**src/rtl/insn_pkg.sv**
```systemverilog
package insn_pkg;
  localparam int ADDR_W = 20;
  localparam int BYTES_W = 32;

  typedef enum logic [1:0] {TA_ABS, TA_PCREL, TA_BASE, TA_LEGACY} ta_mode_e;

  typedef struct packed {
    logic [2:0]  len;
    logic [7:0]  opcode;
    logic [3:0]  r1;
    logic [3:0]  r2;
    logic [5:0]  flags;
    logic        imm;
    logic        simple;
    logic        ind;
    logic        err;
    logic [ADDR_W-1:0] ta;
  } result_t;

  function automatic logic op_is_one_byte(input logic [7:0] op);
    case (op)
      8'hC0, 8'hC4, 8'hC8, 8'hF0, 8'hF4, 8'hF8: return 1'b1;
      default: return 1'b0;
    endcase
  endfunction

  function automatic logic op_is_two_byte(input logic [7:0] op);
    case (op)
      8'h90, 8'h94, 8'h98, 8'h9C, 8'hA0, 8'hA4,
      8'hA8, 8'hAC, 8'hB0, 8'hB4, 8'hB8: return 1'b1;
      default: return 1'b0;
    endcase
  endfunction
endpackage

```
**src/rtl/insn_fmt_decode.sv**
```systemverilog
module insn_fmt_decode
  import insn_pkg::*;
#(
  parameter int AW = ADDR_W
) (
  input  logic [31:0]   bytes_i,
  output logic [2:0]    len_o,
  output logic [7:0]    opcode_o,
  output logic [3:0]    r1_o,
  output logic [3:0]    r2_o,
  output logic [5:0]    flags_o,
  output logic          imm_o,
  output logic          simple_o,
  output logic          ind_o,
  output logic          err_o,
  output ta_mode_e      mode_o,
  output logic [AW-1:0] field_o,
  output logic          use_x_o
);
  logic [7:0] b0;
  logic one_b, two_b, legacy, long_f;
  logic fn, fi, fx, fb, fp, fe;

  assign b0     = bytes_i[31:24];
  assign fn     = bytes_i[25];
  assign fi     = bytes_i[24];
  assign fx     = bytes_i[23];
  assign fb     = bytes_i[22];
  assign fp     = bytes_i[21];
  assign fe     = bytes_i[20];
  assign one_b  = op_is_one_byte(b0);
  assign two_b  = op_is_two_byte(b0) && !one_b;
  assign legacy = !one_b && !two_b && !fn && !fi;
  assign long_f = !one_b && !two_b && !legacy && fe;
  assign r1_o   = bytes_i[23:20];
  assign r2_o   = bytes_i[19:16];

  always_comb begin
    len_o    = 3'd3;
    opcode_o = {b0[7:2], 2'b00};
    flags_o  = {fn, fi, fx, fb, fp, fe};
    imm_o    = fi && !fn;
    ind_o    = fn && !fi;
    simple_o = fn == fi;
    err_o    = 1'b0;
    mode_o   = TA_ABS;
    field_o  = AW'(bytes_i[19:8]);
    use_x_o  = fx;
    if (one_b || two_b) begin
      len_o    = one_b ? 3'd1 : 3'd2;
      opcode_o = b0;
      flags_o  = '0;
      imm_o    = 1'b0;
      ind_o    = 1'b0;
      simple_o = 1'b0;
      field_o  = '0;
      use_x_o  = 1'b0;
    end else if (legacy) begin
      flags_o = {2'b00, fx, 3'b000};
      mode_o  = TA_LEGACY;
      field_o = AW'(bytes_i[22:8]);
    end else if (long_f) begin
      len_o   = 3'd4;
      err_o   = fb || fp;
      field_o = AW'(bytes_i[19:0]);
    end else begin
      err_o = fb && fp;
      if (fb && !fp) mode_o = TA_BASE;
      else if (fp && !fb) mode_o = TA_PCREL;
    end
  end
endmodule

```
**src/rtl/insn_ta_calc.sv**
```systemverilog
module insn_ta_calc
  import insn_pkg::*;
#(
  parameter int AW    = ADDR_W,
  parameter int DISPW = 12
) (
  input  ta_mode_e      mode_i,
  input  logic [AW-1:0] field_i,
  input  logic          use_x_i,
  input  logic [2:0]    len_i,
  input  logic [AW-1:0] pc_i,
  input  logic [AW-1:0] base_i,
  input  logic [AW-1:0] idx_i,
  output logic [AW-1:0] ta_o
);
  logic [AW-1:0] anchor, offset, sdisp, xterm;

  assign sdisp = {{(AW-DISPW){field_i[DISPW-1]}}, field_i[DISPW-1:0]};
  assign xterm = use_x_i ? idx_i : '0;

  always_comb begin
    anchor = '0;
    offset = field_i;
    case (mode_i)
      TA_PCREL: begin
        anchor = pc_i + AW'(len_i);
        offset = sdisp;
      end
      TA_BASE: anchor = base_i;
      default: anchor = '0;
    endcase
  end

  assign ta_o = anchor + offset + xterm;
endmodule

```
**src/rtl/insn_out_stage.sv**
```systemverilog
module insn_out_stage #(
  parameter int W = 8
) (
  input  logic         clk,
  input  logic         rst_n,
  input  logic         in_valid,
  output logic         in_ready,
  input  logic [W-1:0] in_data,
  output logic         out_valid,
  input  logic         out_ready,
  output logic [W-1:0] out_data
);
  assign in_ready = !out_valid || out_ready;

  always_ff @(posedge clk) begin
    if (!rst_n) begin
      out_valid <= 1'b0;
      out_data  <= '0;
    end else if (in_ready) begin
      out_valid <= in_valid;
      if (in_valid) out_data <= in_data;
    end
  end


  stall_hold_chk: assert property (@(posedge clk) disable iff (!rst_n)
    out_valid && !out_ready |=> out_valid && $stable(out_data));


  accept_shows_chk: assert property (@(posedge clk) disable iff (!rst_n)
    in_valid && in_ready |=> out_valid);
endmodule

```
**src/rtl/insn_addr_gen.sv**
```systemverilog
module insn_addr_gen
  import insn_pkg::*;
#(
  parameter int AW = ADDR_W
) (
  input  logic          clk,
  input  logic          rst_n,
  input  logic          in_valid,
  output logic          in_ready,
  input  logic [31:0]   in_bytes,
  input  logic [AW-1:0] pc_in,
  input  logic [AW-1:0] base_in,
  input  logic [AW-1:0] index_in,
  output logic          out_valid,
  input  logic          out_ready,
  output logic [2:0]    out_len,
  output logic [7:0]    out_opcode,
  output logic [3:0]    out_r1,
  output logic [3:0]    out_r2,
  output logic [5:0]    out_flags,
  output logic          out_imm,
  output logic          out_simple,
  output logic          out_ind,
  output logic          out_err,
  output logic [AW-1:0] out_ta
);
  localparam int RW = $bits(result_t);

  result_t  nxt, cur;
  ta_mode_e mode;
  logic [AW-1:0] field;
  logic use_x;

  insn_fmt_decode #(.AW(AW)) u_dec (
    .bytes_i(in_bytes), .len_o(nxt.len), .opcode_o(nxt.opcode),
    .r1_o(nxt.r1), .r2_o(nxt.r2), .flags_o(nxt.flags),
    .imm_o(nxt.imm), .simple_o(nxt.simple), .ind_o(nxt.ind),
    .err_o(nxt.err), .mode_o(mode), .field_o(field), .use_x_o(use_x)
  );

  insn_ta_calc #(.AW(AW)) u_ta (
    .mode_i(mode), .field_i(field), .use_x_i(use_x), .len_i(nxt.len),
    .pc_i(pc_in), .base_i(base_in), .idx_i(index_in), .ta_o(nxt.ta)
  );

  insn_out_stage #(.W(RW)) u_out (
    .clk(clk), .rst_n(rst_n), .in_valid(in_valid), .in_ready(in_ready),
    .in_data(nxt), .out_valid(out_valid), .out_ready(out_ready),
    .out_data(cur)
  );

  assign out_len    = cur.len;
  assign out_opcode = cur.opcode;
  assign out_r1     = cur.r1;
  assign out_r2     = cur.r2;
  assign out_flags  = cur.flags;
  assign out_imm    = cur.imm;
  assign out_simple = cur.simple;
  assign out_ind    = cur.ind;
  assign out_err    = cur.err;
  assign out_ta     = cur.ta;


  kind_onehot_chk: assert property (@(posedge clk) disable iff (!rst_n)
    out_valid |-> $onehot0({out_imm, out_simple, out_ind}) &&
                  ((out_len >= 3'd3) == (out_imm || out_simple || out_ind)));


  long_bp_err_chk: assert property (@(posedge clk) disable iff (!rst_n)
    out_valid && out_len == 3'd4 && (out_flags[2] || out_flags[1]) |-> out_err);


  short_no_err_chk: assert property (@(posedge clk) disable iff (!rst_n)
    out_valid && out_len < 3'd3 |-> !out_err && out_ta == '0);
endmodule

```
**config.mk**
```make
export PLATFORM = sky130hd
export DESIGN_NAME = insn_addr_gen
export DESIGN_NICKNAME = d
export VERILOG_FILES = /design/src/rtl/insn_pkg.sv /design/src/rtl/insn_fmt_decode.sv /design/src/rtl/insn_ta_calc.sv /design/src/rtl/insn_out_stage.sv /design/src/rtl/insn_addr_gen.sv
export SDC_FILE = /design/constraint.sdc
export NUM_CORES = 1
export LEC_CHECK = 0
export BUFFER_PORTS_ARGS = -buffer_cell sky130_fd_sc_hd__buf_2
export CORE_MARGIN = 5
export CORE_UTILIZATION = 42
export DETAILED_ROUTE_END_ITERATION = 10
export GPL_ROUTABILITY_DRIVEN = 0
export PLACE_DENSITY = 0.78
export RECOVER_POWER = 25
export SETUP_SLACK_MARGIN = 0.5
export SLEW_MARGIN = 20
export SYNTH_ARGS = -nofsm -noshare
export SYNTH_HDL_FRONTEND = slang
export SYNTH_HIERARCHICAL = 1
export SYNTH_SLANG_ARGS = --single-unit
```
**constraint.sdc**
```tcl
create_clock -name clk -period 14 [get_ports clk]
set_input_delay 1.4 -clock clk [delete_from_list [all_inputs] [get_ports clk]]
set_output_delay 1.4 -clock clk [all_outputs]
set_load 0.02 [all_outputs]
```
Word level (Yosys, flattened, before mapping)
Index checks and enable logic that the tools add are counted.
{"block": "totals", "out_inout_bits": 51, "input_bits": 96, "wordCells": 77, "register_bits": 50}
{"block": "classes", "n_reduce_logical": 25, "n_eq_ne": 20, "n_addsub": 3, "mux": 27}
{"op": "8-bit equality test, second input constant", "count": 17}
{"op": "20-bit two-way mux", "count": 5}
{"op": "20-bit adder", "count": 2}
{"op": "20-bit one-hot mux with 2 select lines", "count": 1}
{"op": "20-bit by 3-bit adder with 20-bit output", "count": 1}
{"op": "2-bit two-way mux", "count": 6}
{"op": "6-bit two-way mux", "count": 2}
{"op": "1-bit logical AND", "count": 11}
{"op": "11-bit OR reduction", "count": 1}
{"op": "1-bit two-way mux", "count": 10}
{"op": "3-bit two-way mux", "count": 3}
{"op": "1-bit logical NOT", "count": 8}
{"op": "6-bit OR reduction", "count": 1}
{"op": "1-bit logical OR", "count": 3}
{"op": "2-bit by 1-bit equality test with 1-bit output, second input constant", "count": 1}
{"op": "2-bit equality test, second input constant", "count": 1}
{"op": "2-bit AND reduction", "count": 1}
{"op": "1-bit equality test", "count": 1}

Logic depth before layout (Yosys ltp)
Gate-level depths: netlist of run 1.
{"block": "logic_depth", "depth_word": 19, "mapped_depth": 25, "depth_no_buf": 24}

Cells and area by module
The synthesis of run 1 kept the hierarchy.
{"module": "insn_ta_calc", "instances": 1, "area_each_um2": 2180.8, "seq_area_each_um2": 0.0, "cells_per_inst": 296}
{"module": "insn_out_stage", "instances": 1, "area_each_um2": 1985.7, "seq_area_each_um2": 1001.0, "cells_per_inst": 218}
{"module": "insn_fmt_decode", "instances": 1, "area_each_um2": 714.4, "seq_area_each_um2": 0.0, "cells_per_inst": 97}

Least setup slack after synthesis of run 1
OpenSTA, ideal clock, no wires.
{"block": "synth_path", "kind": "input to register", "from": "in in_bytes[24]", "to": "reg u_out.out_data[19]", "setup_time_ns": 0.072, "arrival_time_ns": 5.815, "required_ns": 13.928, "path_stages": 25, "path_buffers": 1, "slack_ns": 8.113, "cell_sequence": "inv_1 ha_1 nand2_1 nor4_4 buf_6 o21ba_1 ha_1 fa_1 a21o_1 nand4_1 nor2_1 xnor2_1 a22oi_1 or2_1 fa_1 inv_1 ha_1 nand2_1 o21ai_1 o21ai_1 a31oi_1 o21ai_0 xnor2_1 nand2_1 mux2i_1"}
{"element": "start, declared", "line": "insn_addr_gen.sv:10", "rtl": "input logic [31:0] in_bytes,"}
{"element": "end signal, assigned", "line": "insn_out_stage.sv:21", "rtl": "if (in_valid) out_data <= in_data;"}
{"element": "end, declared", "line": "insn_out_stage.sv:11", "rtl": "output logic [W-1:0] out_data"}

==> reports/summary.txt, run 1 <==
Cell accounting for the most synthesized area -> dfxtp_1
NetSw -> 0.210 mW
Tightest Pin Transition -> 0.959 ns
Layout cells sized above 1 -> 20.7%
Mapped Nets -> 754
Rel. slew slack -> 36.1%
Die width -> 118 um
Core Region -> 11,400 sq um
Avg Inst Size Synth -> 7.99 sq um
Reg2reg start -> u_out/out_valid
Post-Syn Instances -> 611
Clock transition at path regs -> 0.07 ns
Max Slew Vio Count -> 0
Worst R2R Path Depth -> 3
DR iter-0 viols -> 412
EDFF count, synth -> 0
Hpwl dp -> 10,500 um
Post-CTS sizing -> 0
Synth cell count leaders -> nand2_1 (124), mux2i_1 (62), dfxtp_1 (50)
Crit start category -> primary input
Area occupied by multi-input gates -> 3480 sq um
Seq. cell area -> 1000 sq um
Starting density of the core -> 42.7%
HP Start -> u_out/out_data[37]
FMAX -> 158 MHz
Max_cap viols -> 0
Count of state elements after synthesis -> 50
Power Density -> 94.8 nW/um^2
CTS H-Tree Depth -> 2
Final core utilization -> 49.7%
DRT Pass-1 Iters -> 5
Routed vias -> 4,549
Skew-Pair Late Insertion Delay -> 0.29 ns
GRT Util Overall -> 18.8%
Crit-path max FO -> 37
Worst Setup End Kind -> register
Detailed Route WL -> 13,400 um
Grt ovf -> 0
Ports -> 147
Share of total power in the clock network -> 24.0%
Non-filler cells in the finished layout -> 866
Design area -> 5670 sq um
Setup CP Type -> in2reg
Top-count cell post-synth -> nand2_1
Final net count -> 863
Synthesized area -> 4880 sq um
Setup Skew -> 0.00602 ns
Min-Delay Path Class -> reg2reg
Largest cells by area after synthesis -> dfxtp_1 (21%), mux2i_1 (13%), nand2_1 (9.5%)
Hold_buf cts -> 0
Min cycle time layout -> 6.35 ns
Sw Ratio -> 39.0%
Top-area cell type share of the netlist area -> 20.5%
Die footprint -> 13,900 sq um
Post-synthesis sequential area ratio -> 20.5%
Post-route DRC -> 0
Ys Warns -> 6
Status -> complete, no violations
Synth-to-Final Area Change -> 16.2%
WL/cell -> 15.5 um
Period utilization -> 45.3%
RSZ-0062 raised after global routing -> no
Peak supply drop -> 0.0767 mV
Sequential power share -> 30.9%
Comb power frac -> 45.0%
Detail Route Antenna Nets -> 0
Post-synthesis cell type count -> 56
Req. time, crit path -> 14.22 ns
First-pass GRT wire length -> 21,700 um
CP Data Arrival Time -> 6.57 ns
# setup viols final -> 0
Vias/cell -> 5.25
CTS tree -> done
Dpl cell area -> 5540 sq um
Maximum clock path buffer count -> 2
Dominant synthesized flop cell -> dfxtp_1
CP startpoint -> in_bytes[24]
Largest net degree at the start of global routing -> 100
Height of the chip -> 118 um
Initial antenna violation count -> 4
Leakage power -> 2.67 nW
Vias in the first global route -> 4,240
Sum Neg Setup Slack -> 0 ns
# clock sinks -> 50
Cell-internal power -> 0.328 mW
Port Buffers -> 146
CTS buffer count -> 5
CTS root buffer -> clkbuf_16
Worst Hold Slack -> 0.453 ns
FILL cells -> 1,154
Share of flip-flops with an asynchronous set or reset -> 0%
Placed cells -> 856
Site Rows -> 39
Final hold violations -> 0
Hold Path Depth -> 2
Post-CTS setup buffer count -> 0
[worst paths after layout]
path	end	slack (ns)
max	u_out/out_data[19]	7.65
min	u_out/out_data[37]	0.45
max reg2reg	u_out/out_data[29]	12.51
min reg2reg	u_out/out_data[37]	0.45
[through the flow]
| step | total power [mW] | setup WS, ns |
|---|---|---|
| floorplan | 0.349 | 8.11 |
| global placement | 0.410 | 7.60 |
| detailed placement | 0.413 | 7.43 |
| CTS | 0.543 | 7.72 |
| global route | 0.578 | 7.22 |
| finish | 0.537 | 7.65 |
[state kept, by name, indices dropped and copies added (netlist names)]
register and cells:
u_out/out_data 49, u_out/out_valid 1
[cell type report]
cell class                 instances  area share [%]
sequential                        50            17.6
multi-input combinational        482            61.4
clock buffer                       6            2.45
inverter                          30            1.99
antenna                            2          0.0882
timing repair buffer             151            13.0
tap                              143            3.15
clock inverter                     2           0.309
[logic make-up (layout without fill, tap and decap cells)]
family | after synthesis | after routing | synth area share [%]
DFF | 50 | 50 | 20.5
xor gates and xnor gates | 34 | 34 | 6.25
and+or+nand+nor | 251 | 251 | 24.4
buffers and inverters | 79 | 189 | 8.36
other | 0 | 2 | 0
AOI/OAI and AO/OA | 88 | 88 | 12.5
adders and majority gates | 47 | 47 | 15.3
muxes | 62 | 62 | 12.7
[cell usage in the layout, fill, tap and decap left out, types with 3 or more instances in the layout]
master	Yosys	final
a2bb2oi_1	3	3
nor4b_1	7	7
o21ai_1	8	7
a22oi_1	15	15
nand2b_1	4	4
nand2_1	124	124
nor2_1	39	39
inv_1	29	29
a21oi_1	25	25
clkbuf_16	0	5
or2_1	3	3
a21o_1	3	3
mux2i_1	62	62
nor2b_1	3	3
o21ai_0	8	8
a211oi_1	3	3
xnor2_1	17	17
o21a_1	5	5
dfxtp_1	50	50
nand4_1	8	8
nand3_1	7	7
nor3_1	27	27
clkbuf_1	16	25
fa_1	21	21
buf_4	16	5
ha_1	26	26
and2_1	13	13
nor3b_1	5	4
xor2_1	16	16
buf_2	11	121
[worst max-delay path: stages]
cell	delay, ns
buf_2	0.15
inv_1	0.11
ha_1	0.19
nand2_1	0.10
nor4_4	0.24
buf_4	0.37
o21ba_1	0.22
ha_1	0.23
fa_1	0.41
a21o_1	0.24
nand4_1	0.17
nor2_1	0.09
xnor2_1	0.14
a22oi_1	0.08
or2_1	0.26
fa_1	0.51
inv_1	0.04
ha_1	0.31
nand2_1	0.09
o21ai_1	0.20
o21ai_1	0.12
a31oi_1	0.35
o21ai_0	0.18
xnor2_1	0.15
nand2_1	0.06
mux2i_1	0.15
[routing by layer]
layer	track usage, %	share of wire, %	up-vias
met1	26.3	45	2073
met3	4.85	7.6	16
met2	29.3	46	174
li1	-	-	2282
met4	4.23	1.3	4
met5	0	0.16	-
[power by group through the flow]
stage	combinational (mW)	clock [mW]	sequential, mW
2_1_floorplan	0.159	0	0.189
3_3_place_gp	0.241	0	0.169
3_5_place_dp	0.243	0	0.169
4_1_cts	0.245	0.132	0.166
5_1_grt	0.270	0.139	0.169
6_report	0.242	0.129	0.166
Note: power is estimated with default switching activity, not from simulation.
==> inputs of run 2 (changes only) <==
--- a/config.mk
+++ b/config.mk
@@ -5,12 +5,13 @@
 export SDC_FILE = /design/constraint.sdc
 export NUM_CORES = 1
 export LEC_CHECK = 0
+export ABC_AREA = 1
 export BUFFER_PORTS_ARGS = -buffer_cell sky130_fd_sc_hd__buf_2
 export CORE_MARGIN = 5
 export CORE_UTILIZATION = 42
 export DETAILED_ROUTE_END_ITERATION = 10
 export GPL_ROUTABILITY_DRIVEN = 0
-export PLACE_DENSITY = 0.78
+export PLACE_DENSITY = 0.8
 export RECOVER_POWER = 25
 export SETUP_SLACK_MARGIN = 0.5
 export SLEW_MARGIN = 20
==> constraint.sdc (replaced) <==
create_clock -name clk -period 5.2 [get_ports clk]
set_input_delay 0.52 -clock clk [delete_from_list [all_inputs] [get_ports clk]]
set_output_delay 0.52 -clock clk [all_outputs]
set_load 0.02 [all_outputs]
==> reports/summary.txt, run 2 <==
Worst Setup End Kind -> register (unchanged)
Skew-Pair Late Insertion Delay -> 0.29 ns (about the same)
Ys Warns -> 6 (unchanged)
Rel. slew slack -> 36.9% (was 36.1%)
Crit-path max cell delay -> 0.47 ns (was 0.51 ns)
Avg Inst Size Synth -> 6.14 sq um (was 7.99 sq um)
Detailed Route WL -> 16,700 um (was 13,400 um)
Post-Synth XOR/XNOR Area -> 2.45% (was 6.25%)
Initial antenna violation count -> 0 (was 4)
Cell accounting for the most synthesized area -> dfxtp_1 (unchanged)
Synthesized area -> 5320 sq um (was 4880 sq um)
Period utilization -> 88.9%
Crit start category -> primary input (unchanged)
Layout cells sized above 1 -> 25.9% (was 20.7%)
Vias in the first global route -> 5,467 (was 4,240)
Met3 Resource Use GR -> 2.49% (was 4.85%)
Sum Neg Setup Slack -> 0 ns (unchanged)
Share of total power in the clock network -> 19.7% (was 24.0%)
Compound-Gate Fraction of Synth Area -> 13.6% (was 12.5%)
Die footprint -> 15,000 sq um (was 13,900 sq um)
Min-Delay Path Class -> reg2reg (unchanged)
Comb power frac -> 54.3% (was 45.0%)
Non-filler cells in the finished layout -> 1,162 (was 866)
Sequential power share -> 26.0% (was 30.9%)
Setup CP Type -> in2reg (unchanged)
# clock sinks -> 50 (unchanged)
First-pass GRT wire length -> 26,100 um (was 21,700 um)
Site Rows -> 41 (was 39)
Req. time, crit path -> 5.42 ns (was 14.22 ns)
RSZ-0062 raised after global routing -> yes (was no)
Largest family of logic cells by synthesized area -> simple AND/OR/NAND/NOR gates (unchanged)
WL/cell -> 14.4 um (was 15.5 um)
Max_cap viols -> 0 (unchanged)
Largest net degree at the start of global routing -> 100 (unchanged)
Post-Syn Instances -> 866 (was 611)
R2R setup slack -> 3.46 ns (was 12.51 ns)
Post-route DRC -> 0 (unchanged)
Cell-internal power -> 0.985 mW (was 0.328 mW)
Power Density -> 256 nW/um^2 (was 94.8 nW/um^2)
Busiest grt layer -> met2 (unchanged)
Largest Register -> u_out/out_data (unchanged)
Mapped Nets -> 1,009 (was 754)
Mux contribution to synthesized area -> 0% (was 12.7%)
EDFF count, synth -> 0 (unchanged)
Grt ovf -> 0 (unchanged)
Synth-to-Final Area Change -> 25.9% (was 16.2%)
Largest cells by area after synthesis -> dfxtp_1 (19%), nand2_1 (15%), inv_1 (9.6%) (was dfxtp_1 (21%), mux2i_1 (13%), nand2_1 (9.5%))
Max Slew Vio Count -> 0 (unchanged)
Pre-CTS setup slack -> 0.0401 ns (was 7.43 ns)
Peak supply drop -> 0.135 mV (was 0.0767 mV)
NetSw -> 0.730 mW (was 0.210 mW)
Share of flip-flops with an asynchronous set or reset -> 0% (unchanged)
CTS buffer count -> 5 (unchanged)
Slowest cell on crit path -> fa_1 (unchanged)
Post-synthesis cell type count -> 44 (was 56)
Most frequent cells in the layout -> nand2_1 (196), inv_1 (130), buf_2 (119) (was nand2_1 (124), buf_2 (121), mux2i_1 (62))
Starting density of the core -> 42.5% (was 42.7%)
DR iter-0 viols -> 580 (was 412)
Placed cells -> 1,141 (was 856)
Hold_buf cts -> 0 (unchanged)
Vias/cell -> 4.99 (was 5.25)
Setup Skew -> 0.00401 ns (was 0.00602 ns)
Status -> complete, no violations (unchanged)
Crit path buffers/inverters -> 6 (was 4)
CTS root buffer -> clkbuf_16 (unchanged)
Clock transition at path regs -> 0.06 ns (was 0.07 ns)
Top-area cell type share of the netlist area -> 18.8% (was 20.5%)
DRT Pass-1 Iters -> 5 (unchanged)
Height of the chip -> 123 um (was 118 um)
Most used cell, CP -> nand2_2
CP Capture Point -> u_out/out_data[13] (was u_out/out_data[19])
CP startpoint -> in_bytes[24] (unchanged)
Max reg flops -> 49 (unchanged)
Port Buffers -> 146 (unchanged)
Die width -> 123 um (was 118 um)
Crit path max-delay family -> simple AND/OR/NAND/NOR gates (was adder cells)
FMAX -> 216 MHz
Routed vias -> 5,793 (was 4,549)
Core Region -> 12,500 sq um (was 11,400 sq um)
Met2 Usage GRT -> 33.5% (was 29.3%)
GRT Util Overall -> 21.4% (was 18.8%)
Count of state elements after synthesis -> 50 (unchanged)
Sw Ratio -> 42.6% (was 39.0%)
# setup viols final -> 0 (unchanged)
R2r endpoint -> u_out/out_data[25] (was u_out/out_data[29])
CP Data Arrival Time -> 4.84 ns (was 6.57 ns)
Worst R2R Path Depth -> 5 (was 3)
Ports -> 147 (unchanged)
Dominant synthesized flop cell -> dfxtp_1 (unchanged)
CTS tree -> done (unchanged)
Min cycle time layout -> 4.62 ns
CTS H-Tree Depth -> 2 (unchanged)
Top Registers -> u_out/out_data x49, u_out/out_valid x1 (unchanged)
Ant. Diodes -> 0 (was 2)
Crit-path max FO -> 4 (was 37)
HP Start -> u_out/out_data[19] (was u_out/out_data[37])
Final hold violations -> 0 (unchanged)
Detail Route Antenna Nets -> 0 (unchanged)
Maximum clock path buffer count -> 2 (unchanged)
Met1 Track Usage GR -> 30.6% (was 26.3%)
PnR worst setup slack -> 0.578 ns (was 7.65 ns)
Leakage power -> 3.57 nW (was 2.67 nW)
Hpwl dp -> 12,700 um (was 10,500 um)
Synth cell count leaders -> nand2_1 (213), inv_1 (136), nor2_1 (92) (was nand2_1 (124), mux2i_1 (62), dfxtp_1 (50))
Final net count -> 1,132 (was 863)
Commonest non-fill, non-tap cell in the layout -> nand2_1 (unchanged)
Post-synthesis sequential area ratio -> 18.8% (was 20.5%)
Tightest Pin Transition -> 0.947 ns (was 0.959 ns)
Adder-cell area share of the yosys netlist -> 14.0% (was 15.3%)
Post-Synth Simple-Gate Area -> 34.6% (was 24.4%)
Top-count cell post-synth -> nand2_1 (unchanged)
Reg2reg start -> u_out/out_valid (unchanged)
Crit path depth -> 34 (was 26)
-- run 2: cell count changes in the layout (fill, tap and decap cells not counted), sizes merged, moves of 13 or more --
cell,delta
inv,+112
nand2,+95
nand3,+84
a21oi,+62
mux2i,-62
nor2,+58
nor3,-22
buf,+20
a22oi,-15
o21ai,+15
and2,-14
xnor2,-13
-- run 2: cell type report --
class / instances / area, sq um
multi-input combinational: 620 / 3860
clock buffer: 7 / 153
sequential: 50 / 1000
inverter: 141 / 547
tap: 172 / 215
fill: 1318 / 5820
clock inverter: 1 / 8.76
timing repair buffer: 171 / 907
-- run 2: power groups by stage --
stage | registers [mW] | clock network, mW | logic (mW)
6_report | 0.445 | 0.338 | 0.932
2_1_floorplan | 0.501 | 0 | 0.515
3_5_place_dp | 0.453 | 0 | 0.781
4_1_cts | 0.445 | 0.346 | 0.813
3_3_place_gp | 0.451 | 0 | 0.768
5_1_grt | 0.450 | 0.362 | 1.04
-- run 2: how the worst min path moves through the flow --
stage	end	slack, ns	cells past startpoint
final	u_out/out_data[19]	0.47	2
after global routing	u_out/out_data[10]	0.49	2
after CTS	u_out/out_data[8]	0.48	2
after detailed placement	u_out/out_data[42]	0.46	2
after global placement	u_out/out_data[45]	0.45	2
after floorplan	u_out/out_data[43]	0.56	2
-- run 2: what timing repair did --
item | in CTS | in global routing
gates cloned | 0 | 0
resized for setup | 13 | 91
setup endpoints to repair | 9 | 14
pin swaps | 13 | 42
buffers inserted | 5 | 8
-- run 2: logic make-up (layout without fill, tap and decap cells) --
logic type,Yosys count,in the layout
compound gates,135,135
xor+xnor,14,14
fa+ha+maj,47,47
buf+inv,196,320
flops,50,50
simple gates,424,424
-- run 2: stage by stage --
stage	power [mW]	cell area [sq um]	hold WS [ns]	utilization (%)
6_report	1.72	6700	0.475	53.5
4_1_cts	1.60	6320	0.478	50.5
3_3_place_gp	1.22	6050	0.455	48.3
5_1_grt	1.85	6700	0.492	53.5
2_1_floorplan	1.02	5350	0.565	-
3_5_place_dp	1.23	6050	0.462	48.3
-- run 2: worst reg2reg max path, cell delays in order (launching register included) --
cell,delay (ns)
dfxtp_1,0.33
nand2_4,0.49
buf_4,0.47
nand3_1,0.15
nand2_1,0.13
nor2_1,0.06
-- run 2: layer usage --
metal | part of all wire (%) | wire, um | vias up
met5 | 0 | 0 | -
met4 | 3.0 | 501 | 0
met3 | 7.6 | 1280 | 39
met2 | 44 | 7290 | 260
met1 | 46 | 7610 | 2550
li1 | - | - | 2944
==> inputs of run 3 (changes only) <==
--- a/config.mk
+++ b/config.mk
@@ -6,15 +6,14 @@
 export NUM_CORES = 1
 export LEC_CHECK = 0
 export ABC_AREA = 1
-export BUFFER_PORTS_ARGS = -buffer_cell sky130_fd_sc_hd__buf_2
 export CORE_MARGIN = 5
 export CORE_UTILIZATION = 42
 export DETAILED_ROUTE_END_ITERATION = 10
+export DONT_BUFFER_PORTS = 1
 export GPL_ROUTABILITY_DRIVEN = 0
-export PLACE_DENSITY = 0.8
+export PLACE_DENSITY = 0.7
 export RECOVER_POWER = 25
 export SETUP_SLACK_MARGIN = 0.5
-export SLEW_MARGIN = 20
 export SYNTH_ARGS = -nofsm -noshare
 export SYNTH_HDL_FRONTEND = slang
 export SYNTH_HIERARCHICAL = 1
==> reports/summary.txt, run 3 (same netlist as run 2, synthesis figures left out) <==
Final net count -> 982 (was 1,132)
First-pass GRT wire length -> 25,400 um (was 26,100 um)
Crit-path max FO -> 5 (was 4)
Height of the chip -> 123 um (unchanged)
Top Registers -> u_out/out_data x49, u_out/out_valid x1 (unchanged)
CTS root buffer -> clkbuf_16 (unchanged)
Period utilization -> 85.7% (was 88.9%)
Die width -> 123 um (unchanged)
Detailed Route WL -> 16,300 um (was 16,700 um)
Setup CP Type -> in2reg (unchanged)
CTS buffer count -> 5 (unchanged)
CP Data Arrival Time -> 4.70 ns (was 4.84 ns)
PnR worst setup slack -> 0.741 ns (was 0.578 ns)
Largest net degree at the start of global routing -> 101 (was 100)
Synth-to-Final Area Change -> 11.6% (was 25.9%)
Crit path buffers/inverters -> 4 (was 6)
R2r endpoint -> u_out/out_data[21] (was u_out/out_data[25])
Ant. Diodes -> 0 (unchanged)
Min-Delay Path Class -> in2reg (was reg2reg)
Die footprint -> 15,000 sq um (unchanged)
Layout cells sized above 1 -> 14.5% (was 25.9%)
Detail Route Antenna Nets -> 0 (unchanged)
# clock sinks -> 50 (unchanged)
Pre-CTS setup slack -> -0.213 ns (was 0.0401 ns)
Initial antenna violation count -> 0 (unchanged)
Vias in the first global route -> 4,963 (was 5,467)
Reg2reg start -> u_out/out_valid (unchanged)
Slowest cell on crit path -> fa_1 (unchanged)
Core Region -> 12,500 sq um (unchanged)
Site Rows -> 41 (unchanged)
Peak supply drop -> 0.119 mV (was 0.135 mV)
Most used cell, CP -> nand2_1 (was nand2_2)
Non-filler cells in the finished layout -> 1,012 (was 1,162)
RSZ-0062 raised after global routing -> no (was yes)
R2R setup slack -> 3.52 ns (was 3.46 ns)
Tightest Pin Transition -> 1.05 ns (was 0.947 ns)
Clock transition at path regs -> 0.07 ns (was 0.06 ns)
DR iter-0 viols -> 436 (was 580)
Port Buffers -> 0 (was 146)
CP Capture Point -> u_out/out_data[12] (was u_out/out_data[13])
Ports -> 147 (unchanged)
Starting density of the core -> 42.5% (unchanged)
# setup viols final -> 0 (unchanged)
CP startpoint -> in_bytes[25] (was in_bytes[24])
Hpwl dp -> 12,600 um (was 12,700 um)
Vias/cell -> 5.15 (was 4.99)
Crit path depth -> 32 (was 34)
Placed cells -> 993 (was 1,141)
Max Slew Vio Count -> 0 (unchanged)
Crit path max-delay family -> simple AND/OR/NAND/NOR gates (unchanged)
Max reg flops -> 49 (unchanged)
Routed vias -> 5,211 (was 5,793)
GRT Util Overall -> 21.4% (about the same)
Crit-path max cell delay -> 0.48 ns (was 0.47 ns)
Worst R2R Path Depth -> 4 (was 5)
Status -> complete, no violations (unchanged)
Post-route DRC -> 0 (unchanged)
CTS tree -> done (unchanged)
Min cycle time layout -> 4.46 ns (was 4.62 ns)
Largest Register -> u_out/out_data (unchanged)
Hold_buf cts -> 0 (unchanged)
Power Density -> 269 nW/um^2 (was 256 nW/um^2)
Max_cap viols -> 0 (unchanged)
Rel. slew slack -> 30.1% (was 36.9%)
Most frequent cells in the layout -> nand2_1 (201), inv_1 (127), nor2_1 (86) (was nand2_1 (196), inv_1 (130), buf_2 (119))
Skew-Pair Late Insertion Delay -> 0.30 ns (was 0.29 ns)
DRT Pass-1 Iters -> 5 (unchanged)
CTS H-Tree Depth -> 2 (unchanged)
Maximum clock path buffer count -> 2 (unchanged)
Crit start category -> primary input (unchanged)
FMAX -> 224 MHz (was 216 MHz)
Setup Skew -> 0.00902 ns (was 0.00401 ns)
Req. time, crit path -> 5.44 ns (was 5.42 ns)
Grt ovf -> 0 (unchanged)
Final hold violations -> 0 (unchanged)
Leakage power -> 3.04 nW (was 3.57 nW)
Commonest non-fill, non-tap cell in the layout -> nand2_1 (unchanged)
Worst Setup End Kind -> register (unchanged)
Sum Neg Setup Slack -> 0 ns (unchanged)
WL/cell -> 16.1 um (was 14.4 um)
PnR Total Power -> 1.60 mW (was 1.72 mW)
==> run 3: changes by cell type in the layout (fill, tap and decap cells not counted), sizes merged <==
cell	previous run	this run
inv	141	140
clkinvlp	0	1
clkinv	1	3
clkbuf	32	5
buf	146	21
==> run 3: power by group <==
| group | internal (mW) | switching [mW] | total, mW |
|---|---|---|---|
| Combinational | 0.306 | 0.456 | 0.762 |
| Sequential | 0.424 | 0.0805 | 0.504 |
| Clock | 0.179 | 0.151 | 0.330 |
| Total | 0.908 | 0.687 | 1.60 |
==> run 3: worst min-delay path by stage <==
stage                         endpoint  depth (start not counted)               start
floorplan           u_out/out_data[43]                          2  u_out/out_data[43]
global placement    u_out/out_data[43]                          2  u_out/out_data[43]
detailed placement  u_out/out_data[36]                          2  u_out/out_data[36]
CTS                 u_out/out_data[13]                          2               rst_n
global route        u_out/out_data[19]                          2               rst_n
finish              u_out/out_data[19]                          2               rst_n
==> run 3: per-stage QoR <==
| step | hold slack (ns) | util (%) | cell area [sq um] |
|---|---|---|---|
| floorplan | 0.565 | - | 5350 |
| global placement | 0.581 | 42.4 | 5310 |
| detailed placement | 0.595 | 42.4 | 5310 |
| CTS | 0.338 | 44.0 | 5500 |
| global route | 0.340 | 47.4 | 5930 |
| finish | 0.344 | 47.4 | 5930 |
==> run 3: cell type report <==
type / instances / area, sq um
timing repair buffer: 21 / 158
clock inverter: 3 / 21.3
tap: 172 / 215
clock buffer: 5 / 125
sequential: 50 / 1000
inverter: 141 / 554
multi-input combinational: 620 / 3860
fill: 1337 / 6590
==> run 3: routing by layer <==
| layer | global-route usage (%) | vias to the layer above | part of all wire (%) |
|---|---|---|---|
| li1 | - | 2650 | - |
| met1 | 28.0 | 2370 | 44 |
| met2 | 34.9 | 163 | 45 |
| met3 | 5.30 | 28 | 8.1 |
| met4 | 6.58 | 0 | 2.8 |
| met5 | 0 | - | 0 |
==> run 3: worst register-to-register path: stages, from the launching register on <==
cell and delay (ns):
dfxtp_1 0.40, nand2_4 0.79, nand3_1 0.24, nand2_1 0.12, nor2_1 0.04
==> run 3: what timing repair did <==
| item | in CTS | in global routing |
|---|---|---|
| setup endpoints to repair | 2 | 13 |
| pin swaps | 4 | 51 |
| cloned | 0 | 0 |
| resized for setup | 10 | 81 |
| buffers inserted | 0 | 11 |
